`config.mk`:
```
export PLATFORM = sky130hd
export DESIGN_NAME = rx_frame_sorter
export DESIGN_NICKNAME = d
export VERILOG_FILES = /design/src/rtl/rfs_pkg.sv /design/src/rtl/rfs_accum.sv /design/src/rtl/rfs_dup_ref.sv /design/src/rtl/rx_frame_sorter.sv
export SDC_FILE = /design/constraint.sdc
export NUM_CORES = 1
export LEC_CHECK = 0
export CORE_MARGIN = 2
export CORE_UTILIZATION = 30
export CTS_CLUSTER_SIZE = 25
export DETAILED_ROUTE_END_ITERATION = 6
export DONT_BUFFER_PORTS = 1
export PLACE_DENSITY = 0.42
export SLEW_MARGIN = 0
export SYNTH_ARGS = -nofsm -noshare
export SYNTH_HDL_FRONTEND = slang
export SYNTH_SLANG_ARGS = --single-unit
```
`constraint.sdc`:
```
create_clock -name clk -period 4.8 [get_ports clk]
set_input_delay 0.48 -clock clk [delete_from_list [all_inputs] [get_ports clk]]
set_output_delay 0.48 -clock clk [all_outputs]
set_load 0.01 [all_outputs]
```
`src/rtl/rfs_pkg.sv`:
```
package rfs_pkg;
  typedef enum logic [1:0] {FT_VOID, FT_SMT, FT_MAC, FT_USER} ftype_e;

  localparam logic [1:0] CH_MGMT   = 2'd0;
  localparam logic [1:0] CH_LOCAL  = 2'd1;
  localparam logic [1:0] CH_BRIDGE = 2'd2;
  localparam logic [1:0] CH_NONE   = 2'd3;

  // Reference slot index per management type
  localparam int SLOT_SMT = 0;
  localparam int SLOT_MAC = 1;
  localparam int NSLOTS   = 2;

  function automatic ftype_e fc_class(input logic [7:0] fc);
    if (fc[5:0] == 6'd0)      return FT_VOID;
    else if (fc[5:4] == 2'b00) return fc[7] ? FT_MAC : FT_SMT;
    else                       return FT_USER;
  endfunction
endpackage

```
`src/rtl/rfs_accum.sv`:
```
module rfs_accum #(
  parameter int LEN_W = 12,
  parameter int SUM_W = 16
) (
  input  logic             clk,
  input  logic             rst_n,
  input  logic             beat,
  input  logic             first,
  input  logic [7:0]       data,
  output logic [LEN_W-1:0] len_nxt,
  output logic [SUM_W-1:0] sum_nxt
);
  logic [LEN_W-1:0] len_q;
  logic [SUM_W-1:0] sum_q;
  logic [LEN_W-1:0] len_base;
  logic [SUM_W-1:0] sum_base;

  always_comb begin
    len_base = first ? '0 : len_q;
    sum_base = first ? '0 : sum_q;
    len_nxt  = len_base + LEN_W'(1);
    sum_nxt  = {sum_base[SUM_W-2:0], sum_base[SUM_W-1]} ^ SUM_W'(data);
  end

  always_ff @(posedge clk) begin
    if (!rst_n) begin
      len_q <= '0;
      sum_q <= '0;
    end else if (beat) begin
      len_q <= len_nxt;
      sum_q <= sum_nxt;
    end
  end

  // A first byte always restarts the count at one
  a_r7_len_restart: assert property (@(posedge clk) disable iff (!rst_n)
    (beat && first) |=> (len_q == LEN_W'(1)));
endmodule

```
`src/rtl/rfs_dup_ref.sv`:
```
module rfs_dup_ref #(
  parameter int LEN_W  = 12,
  parameter int SUM_W  = 16,
  parameter int NSLOTS = 2
) (
  input  logic              clk,
  input  logic              rst_n,
  input  logic              clr,
  input  logic [NSLOTS-1:0] upd,
  input  logic [LEN_W-1:0]  len_in,
  input  logic [SUM_W-1:0]  sum_in,
  output logic [NSLOTS-1:0] hit
);
  for (genvar g = 0; g < NSLOTS; g++) begin : g_slot
    logic             vld_q;
    logic [LEN_W-1:0] len_q;
    logic [SUM_W-1:0] sum_q;

    always_ff @(posedge clk) begin
      if (!rst_n) begin
        vld_q <= 1'b0;
        len_q <= '0;
        sum_q <= '0;
      end else if (clr) begin
        vld_q <= 1'b0;
      end else if (upd[g]) begin
        vld_q <= 1'b1;
        len_q <= len_in;
        sum_q <= sum_in;
      end
    end

    assign hit[g] = vld_q && (len_q == len_in) && (sum_q == sum_in);

    // an errored frame leaves no reference behind
    a_r10_clear_forgets: assert property (@(posedge clk) disable iff (!rst_n)
      clr |=> !hit[g]);
  end
endmodule

```
`src/rtl/rx_frame_sorter.sv`:
```
module rx_frame_sorter
  import rfs_pkg::*;
#(
  parameter int LEN_W = 12,
  parameter int SUM_W = 16
) (
  input  logic       clk,
  input  logic       rst_n,
  input  logic       s_valid,
  output logic       s_ready,
  input  logic [7:0] s_data,
  input  logic       s_first,
  input  logic       s_last,
  input  logic       s_err,
  input  logic       addr_int_hit,
  input  logic       addr_ext_hit,
  input  logic       bridge_mode,
  input  logic       dup_filter_en,
  output logic       st_valid,
  output logic [1:0] st_chan,
  output logic       st_keep,
  output logic       st_dup,
  output logic       st_err
);
  logic             beat, end_beat;
  logic [7:0]       fc_q, fc_cur;
  ftype_e           ftype;
  logic             mgmt;
  int unsigned      slot;
  logic [LEN_W-1:0] len_nxt;
  logic [SUM_W-1:0] sum_nxt;
  logic [NSLOTS-1:0] ref_hit, ref_upd;
  logic             sort_keep, dup_hit, keep;
  logic [1:0]       sort_chan;

  assign s_ready  = 1'b1;
  assign beat     = s_valid && s_ready;
  assign end_beat = beat && s_last;

  always_ff @(posedge clk) begin
    if (!rst_n)             fc_q <= '0;
    else if (beat && s_first) fc_q <= s_data;
  end

  assign fc_cur = s_first ? s_data : fc_q;
  assign ftype  = fc_class(fc_cur);
  assign mgmt   = (ftype == FT_MAC) || (ftype == FT_SMT);
  assign slot   = (ftype == FT_MAC) ? SLOT_MAC : SLOT_SMT;

  rfs_accum #(.LEN_W(LEN_W), .SUM_W(SUM_W)) u_accum (
    .clk(clk), .rst_n(rst_n), .beat(beat), .first(s_first), .data(s_data),
    .len_nxt(len_nxt), .sum_nxt(sum_nxt)
  );

  // Sorting by type and address match
  always_comb begin
    sort_keep = 1'b0;
    sort_chan = CH_NONE;
    if (ftype != FT_VOID) begin
      if (bridge_mode && addr_ext_hit) begin
        sort_keep = 1'b1;
        sort_chan = CH_BRIDGE;
      end else if (addr_int_hit) begin
        sort_keep = 1'b1;
        sort_chan = mgmt ? CH_MGMT : CH_LOCAL;
      end
    end
  end

  assign dup_hit = dup_filter_en && mgmt && sort_keep && !s_err && ref_hit[slot];
  assign keep    = sort_keep && !dup_hit;

  always_comb begin
    ref_upd = '0;
    if (end_beat && keep && mgmt && !s_err) ref_upd[slot] = 1'b1;
  end

  rfs_dup_ref #(.LEN_W(LEN_W), .SUM_W(SUM_W), .NSLOTS(NSLOTS)) u_ref (
    .clk(clk), .rst_n(rst_n), .clr(end_beat && s_err), .upd(ref_upd),
    .len_in(len_nxt), .sum_in(sum_nxt), .hit(ref_hit)
  );

  always_ff @(posedge clk) begin
    if (!rst_n) begin
      st_valid <= 1'b0;
      st_chan  <= CH_NONE;
      st_keep  <= 1'b0;
      st_dup   <= 1'b0;
      st_err   <= 1'b0;
    end else begin
      st_valid <= end_beat;
      if (end_beat) begin
        st_chan <= keep ? sort_chan : CH_NONE;
        st_keep <= keep;
        st_dup  <= dup_hit;
        st_err  <= s_err;
      end
    end
  end

  a_r1_strobe_after_end: assert property (@(posedge clk) disable iff (!rst_n)
    end_beat |=> st_valid);
  a_r1_strobe_only_after_end: assert property (@(posedge clk) disable iff (!rst_n)
    (st_valid && !$past(end_beat)) |-> 1'b0);
  a_r2_void_dropped: assert property (@(posedge clk) disable iff (!rst_n)
    (end_beat && ftype == FT_VOID) |=> (st_valid && !st_keep));
  a_r6_kept_has_channel: assert property (@(posedge clk) disable iff (!rst_n)
    (st_valid && st_keep) |-> (st_chan != CH_NONE));
  a_r7_dup_dropped: assert property (@(posedge clk) disable iff (!rst_n)
    st_dup |-> (!st_keep && st_chan == CH_NONE));
  a_r10_err_reported: assert property (@(posedge clk) disable iff (!rst_n)
    (end_beat && s_err) |=> (st_err && !st_dup));
endmodule

```
# [Word-level counts from Yosys, hierarchy flattened]
# Index checks and enable logic that the tools add are counted.
[totals] regBits=100 elab_cells=72 out_inout_bits=7 input_bits=18
[op_classes] n_addsub=1 eq_ne=6 n_mux=20 n_bitwise=3 n_reduce_logical=26 n_lt_le_gt_ge=2
[ops] op="$eq A16 B16 Y1" count=2
[ops] op="$eq A12 B12 Y1" count=2
[ops] op="$logic_and A1 B1 Y1" count=17
[ops] op="$mux W16" count=1
[ops] op="$mux W2" count=8
[ops] op="$xor A16 B8 Y16" count=1
[ops] op="$add A12 B1 Y12 const B" count=1
[ops] op="$mux W12" count=1
[ops] op="$mux W1" count=8
[ops] op="$mux W8" count=1
[ops] op="$logic_not A6 Y1" count=1
[ops] op="$reduce_and A2 Y1" count=2
[ops] op="$eq A2 B1 Y1 const B" count=1
[ops] op="$eq A2 B2 Y1 const B" count=1
[ops] op="$logic_not A1 Y1" count=2
[ops] op="$logic_not A2 Y1" count=1
[ops] op="$lt A1 B2 Y1 const B" count=1
[ops] op="$not A1 Y1" count=2
[ops] op="$reduce_bool A2 Y1" count=1
[ops] op="$reduce_or A2 Y1" count=1
[ops] op="$demux W1 S1" count=1
[ops] op="$ge A1 B1 Y1 const B" count=1
[ops] op="$logic_or A1 B1 Y1" count=1

# [Logic depth before layout (Yosys ltp)]
# Gate-level depths: netlist of run 1.
[logic_depth] depth_word=17 mapped_depth=21 mapped_depth_nobuf=13

# [By module]
# Synthesis of run 1 repeated with hierarchy kept, for this count alone.
[hier_totals] cells_unflattened=603 area_unflattened_um2=4949.7
[modules_own_cells] module="rfs_dup_ref" area_per_inst_um2=2760.1 instances=1 cells_per_inst=329 seq_area_each_um2=1161.1
[modules_own_cells] module="rfs_accum" area_per_inst_um2=1519.0 instances=1 cells_per_inst=191 seq_area_each_um2=560.5
[modules_own_cells] module="rx_frame_sorter" area_per_inst_um2=670.6 instances=1 cells_per_inst=83 seq_area_each_um2=260.2

# [Least setup slack after synthesis of run 1]
# No wires, ideal clock.
[synth_timing] path_type="input to register" from="input port s_first" to="register u_ref.g_slot[1].sum_q[10]" setup_time_ns=0.120 t_arrival_ns=4.387 setup_slack_ns=0.293 n_path_buf=9 stages=21 t_required_ns=4.680 cell_sequence="buf_4 buf_6 buf_2 buf_2 buf_2 clkbuf_1 clkbuf_1 a21oi_1 a21oi_1 inv_1 ha_1 and3b_1 o311ai_0 nor4_1 nand4b_1 a2111o_1 a2111oi_2 nor3_1 buf_6 buf_6 mux2i_1"
[synth_between] elab_chain_len=17 elab_cells_between_ends=42 cone_classes="1 x add/sub; 2 x order compare; 6 x eq/ne; 13 x mux; 1 x bitwise; 19 x reduce/logical"
[synth_lines] item="start, declared" line_no="rx_frame_sorter.sv:12" text="input logic s_first,"
[synth_lines] item="parallel branches: the longest is 17 deep, another holds $add A12 B1 Y12"
[synth_lines] item="end signal, assigned" line_no="rfs_dup_ref.sv:29" text="sum_q <= sum_in;"
[synth_lines] item="end, declared" line_no="rfs_dup_ref.sv:17" text="logic [SUM_W-1:0] sum_q;"
# Several ways; the timed one is not identified. The select of a mux whose other input is x is not followed.
# A chain may end at the register's enable or synchronous reset.

# [Final worst setup path of run 1]
[layout_timing] from="register fc_q[0]" to="register u_ref.g_slot[0].sum_q[1]"
[layout_between] elab_chain_len=16 elab_cells_between_ends=27 cone_classes="2 x order compare; 2 x eq/ne; 9 x mux; 14 x reduce/logical"
[layout_lines] item="start, declared" line_no="rx_frame_sorter.sv:26" text="logic [7:0] fc_q, fc_cur;"
[layout_lines] item="start signal, assigned" line_no="rx_frame_sorter.sv:42" text="else if (beat && s_first) fc_q <= s_data;"
[layout_lines] item="$mux W8 *" line_no="rx_frame_sorter.sv:45" text="assign fc_cur = s_first ? s_data : fc_q;"
[layout_lines] item="$logic_not A6 Y1 *" line_no="rfs_pkg.sv:15" text="if (fc[5:0] == 6'd0) return FT_VOID;"
[layout_lines] item="$mux W2 *" line_no="rfs_pkg.sv:15"
[layout_lines] item="parallel branches: the longest is 11 deep, another holds $eq A2 B2 Y1"
[layout_lines] item="$mux W2 *" line_no="rx_frame_sorter.sv:75" text="if (end_beat && keep && mgmt && !s_err) ref_upd[slot] = 1'b1;"
[layout_lines] item="$reduce_and A2 Y1 (no line) *"
[layout_lines] item="end signal, assigned" line_no="rfs_dup_ref.sv:29"
[layout_lines] item="end, declared" line_no="rfs_dup_ref.sv:17"
# Every way passes the cells marked *. The select of a mux whose other input is x is not followed.

==> reports/metrics.csv, run 1 <==
stage;metric;value;unit
global_route;grt_pass1_wl;27.01;mm
run;max-cap-violations;0;
timing;period_share;0.8383;
timing;finalMaxSlewViolations;0;
final_layout;areaGrowthSynthToFinish;7.381;%
min_path;worstHoldPathType;in -> reg;
floorplan;core;19590;µm²
yosys;synth-edff-count;0;
clocking;cts_buffers;9;
worst_setup_path;cp-start-kind;flop;
clocking;root_buffer;clkbuf_16;
final_layout;multiInputGateArea;3777;µm²
worst_setup_path;required;5.03;ns
placement;dp_hpwl;12.18;mm
routing;ant_nets;0;
final_layout;layout_common_cells;nand2_1 (119), dfxtp_1 (99), mux2i_1 (77);
floorplan;fp.dieH;145.8;µm
yosys;synth_warnings;0;
placement;port_buffers;0;
timing;max_slew_margin;0.2923;
routing;drc;0;
power;leakage;2.225;nW
yosys;synth.avg_cell_area;8.584;µm²
final_layout;final_common_cell;nand2_1;
floorplan;rows;51;
clocking;tritoncts;yes;
timing;fin_crit;4.024;ns
yosys;syn_inst;703;
status;status;finished, final reports clean;
timing;clock-skew-final;0.006158;ns
worst_setup_path;slowest_stage;a2111oi_2;
routing;drt-initial-drc-count;387;
worst_setup_path;crit_top_cell;nor4_1;
worst_setup_path;cp-end-kind;flop;
yosys;ys_seq_area_frac;0.3284;
floorplan;die_w;145.8;µm
routing;routed-via-count;4937;
clocking;clkSinkCount;99;
power;p_per_area;266.5;nW/µm²
timing;timing.fmax;0.2485;GHz
yosys;syn_nets;724;
yosys;async_reset_ff_frac;0;
routing;routed_wl;17.02;mm
floorplan;start_util;0.3080;
yosys;syn-cell-area;6035;µm²
worst_setup_path;crit_fanout;12;
worst_setup_path;path_class;reg -> reg;
timing;setup_viol;0;
global_route;grt_pass1_vias;4710;
global_route;antenna_found_initial;0;
global_route;grt-ovfl-total;0;
routing;dr.pass1.iters;5;
timing;whs;0.2625;ns
worst_setup_path;worstPathCellList;nor4_1, o21ai_0, a21oi_1, inv_1, ha_1, and3b_1, o311ai_0, nor4_1, nand4b_1, a2111o_1, a2111oi_2, nor3_2, buf_4, mux2i_1;
routing;post_drt_wl_per_cell;18.09;µm
clocking;cts_setup_buffers;0;
floorplan;die_area;21260;µm²
final_layout;drive_above_1_share;0.06805;
clocking;h-tree-depth;3;
power;vdd.ir_drop.worst;0.0001406;V
clocking;clkSlewWorstSetupHoldPaths;0.06;ns
timing;tns;0;ns
clocking;cts_resized;0;
timing;hold_viol;0;
placement;gp_congestion;0.8491;
floorplan;pin_count;25;
clocking;ctsHoldBuffers;0;
clocking;worstSkewPairLatency;0.35;ns
global_route;grt_usage;0.1621;
timing;grt_setup_unrepaired;false;
worst_setup_path;max_stage_delay;0.48;ns
clocking;clockBufferDepth;2;
yosys;synthFlopType;dfxtp_1;
final_layout;antenna_cells;0;
timing;worstMarginPinSlew;1.056;ns
global_route;grt_max_degree;131;
final_layout;fillers;2070;
final_layout;fin_nets;693;
yosys;ys_ff_latch;99;
routing;vias_per_cell;5.247;
worst_setup_path;worstPathArrival;4.26;ns
yosys;synth_cell_types;73;
final_layout;register_area;1982;µm²
final timing paths:
path,startpoint,slack [ns],cells past startpoint,endpoint
max,fc_q[0],0.78,14,u_ref.g_slot[0].sum_q[1]
min,addr_int_hit,0.26,1,st_chan[1]
max reg2reg,fc_q[0],0.78,14,u_ref.g_slot[0].sum_q[1]
min reg2reg,u_ref.g_slot[0].len_q[2],0.46,2,u_ref.g_slot[0].len_q[2]
critical path: cells and delay by family (launching register included):
kind / cells / cell delay (ns)
simple gates: 5 / 1.26
buf+inv: 2 / 0.39
mux: 1 / 0.14
flops: 1 / 0.31
fa+ha+maj: 1 / 0.24
compound gates: 5 / 1.57
metal layers:
| layer | up-vias | share of wire | GRT usage |
|---|---|---|---|
| met5 | - | 0 | 0 |
| met4 | 0 | 0.018 | 0.04804 |
| met3 | 22 | 0.051 | 0.03292 |
| met2 | 125 | 0.47 | 0.2667 |
| li1 | 2414 | - | - |
| met1 | 2376 | 0.46 | 0.2146 |
registers in the layout (all words and copies together), names as in the netlist:
name                count
st_valid                1
u_ref.g_slot.vld_q      2
st_err                  1
u_ref.g_slot.len_q     24
st_dup                  1
u_accum.len_q          12
u_accum.sum_q          16
st_chan                 2
st_keep                 1
u_ref.g_slot.sum_q     32
fc_q                    7
logic make-up (layout without fill, tap and decap cells):
| family | count (synthesis) | in the layout | share of synthesized area |
|---|---|---|---|
| AO/OA/AOI/OAI | 96 | 96 | 0.1176 |
| XOR/XNOR | 51 | 51 | 0.08791 |
| adder cells (fa/ha/maj) | 3 | 3 | 0.006221 |
| buffers and inverters | 59 | 32 | 0.04727 |
| flip-flops | 99 | 99 | 0.3284 |
| multiplexers | 83 | 83 | 0.1389 |
| other | 1 | 1 | 0.0006214 |
| AND/OR/NAND/NOR | 311 | 311 | 0.2731 |
per-stage QoR:
stage | utilization | area, µm² | power, mW | setup WS [ns] | cells
after global placement | 0.3157 | 6185 | 1.007 | 0.7843 | 926
after detailed placement | 0.3157 | 6185 | 1.007 | 0.6193 | 926
after floorplan | - | 6035 | 1.001 | 0.2931 | 703
final | 0.3308 | 6480 | 1.727 | 0.7762 | 941
after CTS | 0.3308 | 6480 | 1.753 | 0.8028 | 941
after global routing | 0.3308 | 6480 | 1.797 | 0.4791 | 941
power breakdown:
part	switching, mW	leakage, nW	internal, mW
Clock	0.309	0.146	0.430
Sequential	0.0124	0.801	0.835
Combinational	0.0752	1.28	0.0662
Total	0.396	2.22	1.33
cell type report:
type,instances,share of cell area
Clock buffer,13,0.04016
Clock inverter,2,0.005406
Inverter,9,0.005213
Multi-Input combinational cell,545,0.5829
Sequential cell,99,0.3059
Tap cell,265,0.05117
Timing Repair Buffer,8,0.009268
cell usage after synthesis, drive strengths merged, types with 6 or more instances:
cell type	count	share of area
nand2	119	0.074
dfxtp	99	0.33
mux2i	77	0.13
nor2b	47	0.049
xnor2	33	0.048
clkbuf	29	0.018
nand3	29	0.024
nor2	29	0.020
buf	21	0.023
nand2b	19	0.020
o21ai	16	0.013
nor4	12	0.016
xor2	12	0.017
a21boi	11	0.014
a21oi	10	0.0083
inv	9	0.0056
nand4	8	0.0093
nor3	8	0.0075
a31oi	7	0.0073
o32ai	7	0.010
mux2	6	0.011
o211a	6	0.010
or3	6	0.0062
Power figures use the tool's default switching activity.
==> inputs of run 2 (changes only) <==
--- a/config.mk
+++ b/config.mk
@@ -5,6 +5,7 @@
 export SDC_FILE = /design/constraint.sdc
 export NUM_CORES = 1
 export LEC_CHECK = 0
+export ABC_AREA = 1
 export CORE_MARGIN = 2
 export CORE_UTILIZATION = 30
 export CTS_CLUSTER_SIZE = 25
==> constraint.sdc (replaced) <==
create_clock -name clk -period 4 [get_ports clk]
set_input_delay 0.4 -clock clk [delete_from_list [all_inputs] [get_ports clk]]
set_output_delay 0.4 -clock clk [all_outputs]
set_load 0.01 [all_outputs]
==> run 2 against run 1 <==
Flip-flop and latch count unchanged. Critical path type unchanged. Final area down 8.6%. Synthesized area down 9.7%. Core utilization about the same.
==> reports/metrics.csv, run 2 <==
stage;metric;value;unit
yosys;ys_ff_latch;99;
worst_setup_path;crit_fanout;45;
power;leakage;3.199;nW
clocking;tritoncts;yes;
timing;tns;0;ns
yosys;yosys.area.top_type;dfxtp_1;
routing;routed_wl;15.20;mm
status;status;finished, final reports clean;
yosys;synthFlopType;dfxtp_1;
routing;ant_nets;0;
timing;grt_setup_unrepaired;false;
floorplan;pin_count;25;
clocking;clkSlewWorstSetupHoldPaths;0.07;ns
min_path;worstHoldPathType;in -> reg;
final_layout;finalCoreUtilization;0.3308;
yosys;syn_nets;947;
floorplan;start_util;0.3045;
final_layout;final_common_cell;nand2_1;
yosys;synth_cell_types;28;
floorplan;die_area;19270;µm²
final_layout;antenna_cells;0;
clocking;h-tree-depth;3;
final_layout;register_area;1982;µm²
placement;port_buffers;0;
clocking;clkSinkCount;99;
final_layout;largest-register;u_ref.g_slot.sum_q;
yosys;syn_inst;926;
routing;routed-via-count;5024;
routing;post_drt_wl_per_cell;13.33;µm
global_route;grt-ovfl-total;0;
final_layout;fillers;2034;
clocking;cts_setup_buffers;0;
yosys;syn-cell-area;5451;µm²
final_layout;fin_nets;927;
floorplan;die_w;138.8;µm
worst_setup_path;slowest_stage;dfxtp_1;
final_layout;largest_reg_flops;32;
yosys;synth_area_leaders;dfxtp_1 (36%), nand2_1 (22%), nor2_1 (12%), inv_1 (8.7%), nand3_1 (5.5%);
global_route;use_met3;0.03004;
floorplan;rows;49;
placement;dp_slack;0.4077;ns
clocking;clockBufferDepth;2;
worst_setup_path;max_stage_delay;0.51;ns
clocking;cts_resized;0;
worst_setup_path;cp-start-kind;flop;
timing;setup_slack;0.5210;ns
yosys;synth_warnings;0;
global_route;grt_usage;0.1635;
global_route;met1_usage;0.2246;
run;max-cap-violations;0;
clocking;root_buffer;clkbuf_16;
final_layout;multiInputGateArea;2775;µm²
placement;dp_hpwl;10.56;mm
final_layout;top_regs;u_ref.g_slot.sum_q: 32 flops, u_ref.g_slot.len_q: 24 flops, u_accum.sum_q: 16 flops;
worst_setup_path;worstPathCellList;nand2_1, inv_1, ha_1, nand4_1, nor2_1, nand2_1, xor2_2, xor2_1, nor2_1, nand2_1, nand2_1, nand2_2, nand4_2, buf_12, nor2_1, nor2_1;
worst_setup_path;required;4.25;ns
placement;gp_congestion;0.7629;
yosys;synth_most_common_cell;nand2_1;
routing;vias_per_cell;4.407;
global_route;grt_max_degree;90;
global_route;busiest_layer;met2;
final_layout;final_cells;1140;
worst_setup_path;worstPathArrival;3.73;ns
clocking;ctsHoldBuffers;0;
power;p_per_area;381.5;nW/µm²
global_route;grt_pass1_wl;25.41;mm
yosys;ys_seq_area_frac;0.3636;
yosys;synth-edff-count;0;
yosys;synth.avg_cell_area;5.887;µm²
final_layout;areaGrowthSynthToFinish;8.630;%
timing;clock-skew-final;0.009446;ns
worst_setup_path;critical_path_buf_inv_count;2;
clocking;worstSkewPairLatency;0.36;ns
final_layout;layout_common_cells;nand2_1 (320), nor2_1 (176), inv_1 (126);
timing;finalMaxSlewViolations;0;
yosys;synthTopCellsByCount;nand2_1 (320), nor2_1 (176), inv_1 (126), dfxtp_1 (99), nand3_1 (60);
routing;drc;0;
floorplan;core;17900;µm²
timing;fin_crit;3.479;ns
timing;hold_viol;0;
worst_setup_path;cp-end-kind;flop;
power;vdd.ir_drop.worst;0.0002087;V
worst_setup_path;cp_top_family;simple AND/OR/NAND/NOR gates;
timing;period_share;0.8698;
global_route;antenna_found_initial;0;
yosys;async_reset_ff_frac;0;
placement;dpl.cell_count;1124;
timing;timing.fmax;0.2874;GHz
global_route;grt_pass1_vias;4839;
routing;dr.pass1.iters;5;
timing;setup_viol;0;
final_layout;drive_above_1_share;0.03074;
floorplan;fp.dieH;138.8;µm
worst_setup_path;path_class;reg -> reg;
timing;whs;0.1192;ns
yosys;synth_top_area_share;0.3636;
clocking;cts_buffers;9;
routing;drt-initial-drc-count;261;
global_route;met2_usage;0.2676;
[run 2: final cells by class]
type,instances,area share
Clock inverter,6,0.01521
Inverter,129,0.08177
Tap cell,229,0.04838
Clock buffer,10,0.03866
Multi-Input combinational cell,662,0.4686
Sequential cell,99,0.3347
Timing Repair Buffer,5,0.01268
[run 2: logic make-up (layout without fill, tap and decap cells)]
logic type / after synthesis / in the layout / synth area share
AOI/OAI and AO/OA: 89 / 89 / 0.08424
xor gates and xnor gates: 4 / 4 / 0.007805
adders and majority gates: 3 / 3 / 0.006886
buffers and inverters: 165 / 150 / 0.1274
DFF: 99 / 99 / 0.3636
other: 1 / 1 / 0.0006879
and+or+nand+nor: 565 / 565 / 0.4095
[run 2: worst paths after layout]
check / start / slack, ns / cells past startpoint / end
max: u_accum.len_q[0] / 0.52 / 16 / u_ref.g_slot[0].sum_q[10]
max reg2reg: u_accum.len_q[0] / 0.52 / 16 / u_ref.g_slot[0].sum_q[10]
min: rst_n / 0.12 / 1 / st_chan[1]
min reg2reg: u_ref.g_slot[1].vld_q / 0.46 / 2 / u_ref.g_slot[1].vld_q
[run 2: per-layer routing]
metal	part of all wire	routed length (µm)	up-vias
met3	0.022	341	11
met1	0.52	7922	2217
met2	0.45	6782	38
met5	0	0	-
met4	0.010	153	0
li1	-	-	2758
[run 2: worst register-to-register path: cells and delay by family (launching register included)]
kind	cells	cell delay (ns)
and+or+nand+nor	11	1.64
xor gates and xnor gates	2	0.52
DFF	1	0.51
buffers and inverters	2	0.50
adders and majority gates	1	0.21
[run 2: per-stage QoR]
step	instance area, µm²	total power, mW
2_1_floorplan	5451	1.269
3_3_place_gp	5603	1.322
3_5_place_dp	5603	1.317
4_1_cts	5922	2.301
5_1_grt	5922	2.375
6_report	5922	2.259
[run 2: report_power, final]
part           switching (mW)  internal (mW)  total [mW]
Sequential             0.0280           1.02        1.05
Clock                   0.417          0.551       0.968
Combinational           0.162         0.0777       0.239
Total                   0.607           1.65        2.26
==> inputs of run 3 (changes only) <==
--- a/config.mk
+++ b/config.mk
@@ -11,7 +11,7 @@
 export CTS_CLUSTER_SIZE = 25
 export DETAILED_ROUTE_END_ITERATION = 6
 export DONT_BUFFER_PORTS = 1
-export PLACE_DENSITY = 0.42
+export PLACE_DENSITY = 0.4
 export SLEW_MARGIN = 0
 export SYNTH_ARGS = -nofsm -noshare
 export SYNTH_HDL_FRONTEND = slang
==> run 3 against run 2 <==
Clock power fell by 9.1%. Global-route usage down 0.20 points. Non-clock buffer count did not move. Worst setup slack lost 0.046 ns. Final cell count stayed put. Worst hold slack improved by 0.0098 ns. Critical path depth grew 6. Critical path type unchanged. Highest routed layer unchanged.
==> reports/metrics.csv, run 3 (synthesis gave the netlist of run 2 again) <==
stage;metric;value;unit
worst_setup_path;worstPathArrival;3.78;ns
power;fin_total_pwr;2.172;mW
clocking;clkSlewWorstSetupHoldPaths;0.07;ns
global_route;met1_usage;0.2165;
worst_setup_path;path_class;reg -> reg;
floorplan;rows;49;
floorplan;die_area;19270;µm²
timing;timing.fmax;0.2837;GHz
timing;fin_crit;3.525;ns
floorplan;fp.dieH;138.8;µm
global_route;busiest_layer;met2;
placement;gp_congestion;0.7357;
timing;clock-skew-final;0.006679;ns
worst_setup_path;slowest_stage;o32ai_2;
clocking;tritoncts;yes;
worst_setup_path;worstPathCellList;o32ai_2, inv_1, o21ai_0, inv_1, ha_1, nor2_1, nand3_1, nor2_1, nand2_1, nor2_1, nand2_1, nor2_1, nand3_1, nor2_1, nand2_1, nand2_1, nand2_2, nand4_2, buf_12, nand2_1, nand2_1, nor2_1;
final_layout;layout_common_cells;nand2_1 (320), nor2_1 (176), inv_1 (126);
floorplan;die_w;138.8;µm
routing;routed_wl;14.97;mm
clocking;ctsHoldBuffers;0;
routing;routed-via-count;5017;
final_layout;largest-register;u_ref.g_slot.sum_q;
run;max-cap-violations;0;
clocking;clockBufferDepth;2;
timing;hold_viol;0;
final_layout;areaGrowthSynthToFinish;8.263;%
power;vdd.ir_drop.worst;0.0002306;V
worst_setup_path;r2r_slack;0.47;ns
global_route;met2_usage;0.2632;
placement;dp_hpwl;10.30;mm
timing;tns;0;ns
global_route;antenna_found_initial;0;
global_route;grt_max_degree;90;
routing;dr.pass1.iters;4;
floorplan;pin_count;25;
clocking;cts_setup_buffers;0;
routing;vias_per_cell;4.401;
routing;drt-initial-drc-count;294;
worst_setup_path;required;4.26;ns
timing;grt_setup_unrepaired;false;
clocking;worstSkewPairLatency;0.36;ns
final_layout;final_common_cell;nand2_1;
global_route;grt_pass1_wl;24.65;mm
clocking;h-tree-depth;3;
final_layout;largest_reg_flops;32;
global_route;grt_usage;0.1616;
clocking;root_buffer;clkbuf_16;
clocking;clkSinkCount;99;
routing;ant_nets;0;
status;status;finished, final reports clean;
min_path;worstHoldPathType;in -> reg;
routing;post_drt_wl_per_cell;13.13;µm
global_route;grt_pass1_vias;4741;
final_layout;drive_above_1_share;0.03183;
global_route;use_met3;0.03108;
routing;drc;0;
global_route;grt-ovfl-total;0;
timing;finalMaxSlewViolations;0;
power;p_per_area;368.0;nW/µm²
floorplan;start_util;0.3045;
worst_setup_path;cp-start-kind;flop;
timing;period_share;0.8813;
worst_setup_path;max_stage_delay;0.35;ns
worst_setup_path;cp-end-kind;flop;
timing;setup_viol;0;
worst_setup_path;crit_fanout;51;
power;leakage;3.190;nW
final_layout;fin_nets;927;
clocking;cts_buffers;9;
placement;port_buffers;0;
final_layout;antenna_cells;0;
floorplan;core;17900;µm²
final_layout;top_regs;u_ref.g_slot.sum_q: 32 flops, u_ref.g_slot.len_q: 24 flops, u_accum.sum_q: 16 flops;
-- run 3: changes by cell type in the layout (fill, tap and decap cells not counted) --
cell / change
bufinv_16: -2
clkbuf_8: +3
clkinv_4: -1
o32ai_1: -1
o32ai_2: +1
-- run 3: per-stage QoR --
stage	util	instances	area, µm²	hold WS, ns	setup WS, ns
5_1_grt	0.3297	1140	5902	0.1043	0.03933
6_report	0.3297	1140	5902	0.1290	0.4749
3_3_place_gp	0.3130	1124	5603	0.4508	0.3614
3_5_place_dp	0.3130	1124	5603	0.4453	0.2916
4_1_cts	0.3293	1140	5894	0.1101	0.3367
2_1_floorplan	-	926	5451	0.4273	1.063
-- run 3: per-layer routing --
| metal | up-vias | part of all wire |
|---|---|---|
| li1 | 2760 | - |
| met1 | 2193 | 0.51 |
| met2 | 47 | 0.44 |
| met3 | 17 | 0.032 |
| met4 | 0 | 0.018 |
| met5 | - | 0 |
-- run 3: timing repair --
action,in CTS,in global routing
endpoints found under the hold margin,0,0
resized for setup,0,1
endpoints found under the setup margin,0,26
-- run 3: power breakdown --
group / total, mW / internal [mW] / switching, mW
sequential: 1.05 / 1.02 / 0.0270
combinational: 0.240 / 0.0793 / 0.161
clock: 0.880 / 0.474 / 0.405
total: 2.17 / 1.58 / 0.593
-- run 3: critical path: cells and delay by family, from the launching register on --
kind / cells / cell delay, ns
AND/OR/NAND/NOR: 16 / 1.75
AO/OA/AOI/OAI: 2 / 0.65
buffers and inverters: 3 / 0.43
flip-flops: 1 / 0.32
adder cells (fa/ha/maj): 1 / 0.25
-- run 3: worst paths after layout --
path | start | to | cells after the start
worst max-delay path | fc_q[4] | u_ref.g_slot[1].sum_q[7] | 22
worst min-delay path | s_valid | u_accum.sum_q[14] | 1
worst max register to register | fc_q[4] | u_ref.g_slot[1].sum_q[7] | 22
worst min register to register | u_ref.g_slot[1].vld_q | u_ref.g_slot[1].vld_q | 2
-- run 3: cell type report --
class,instances,area [µm²]
fill,2052,12000
multi-input combinational,662,2783
sequential,99,1982
inverter,129,484.2
tap,229,286.5
clock buffer,13,270.3
timing repair buffer,5,75.07
clock inverter,3,21.27
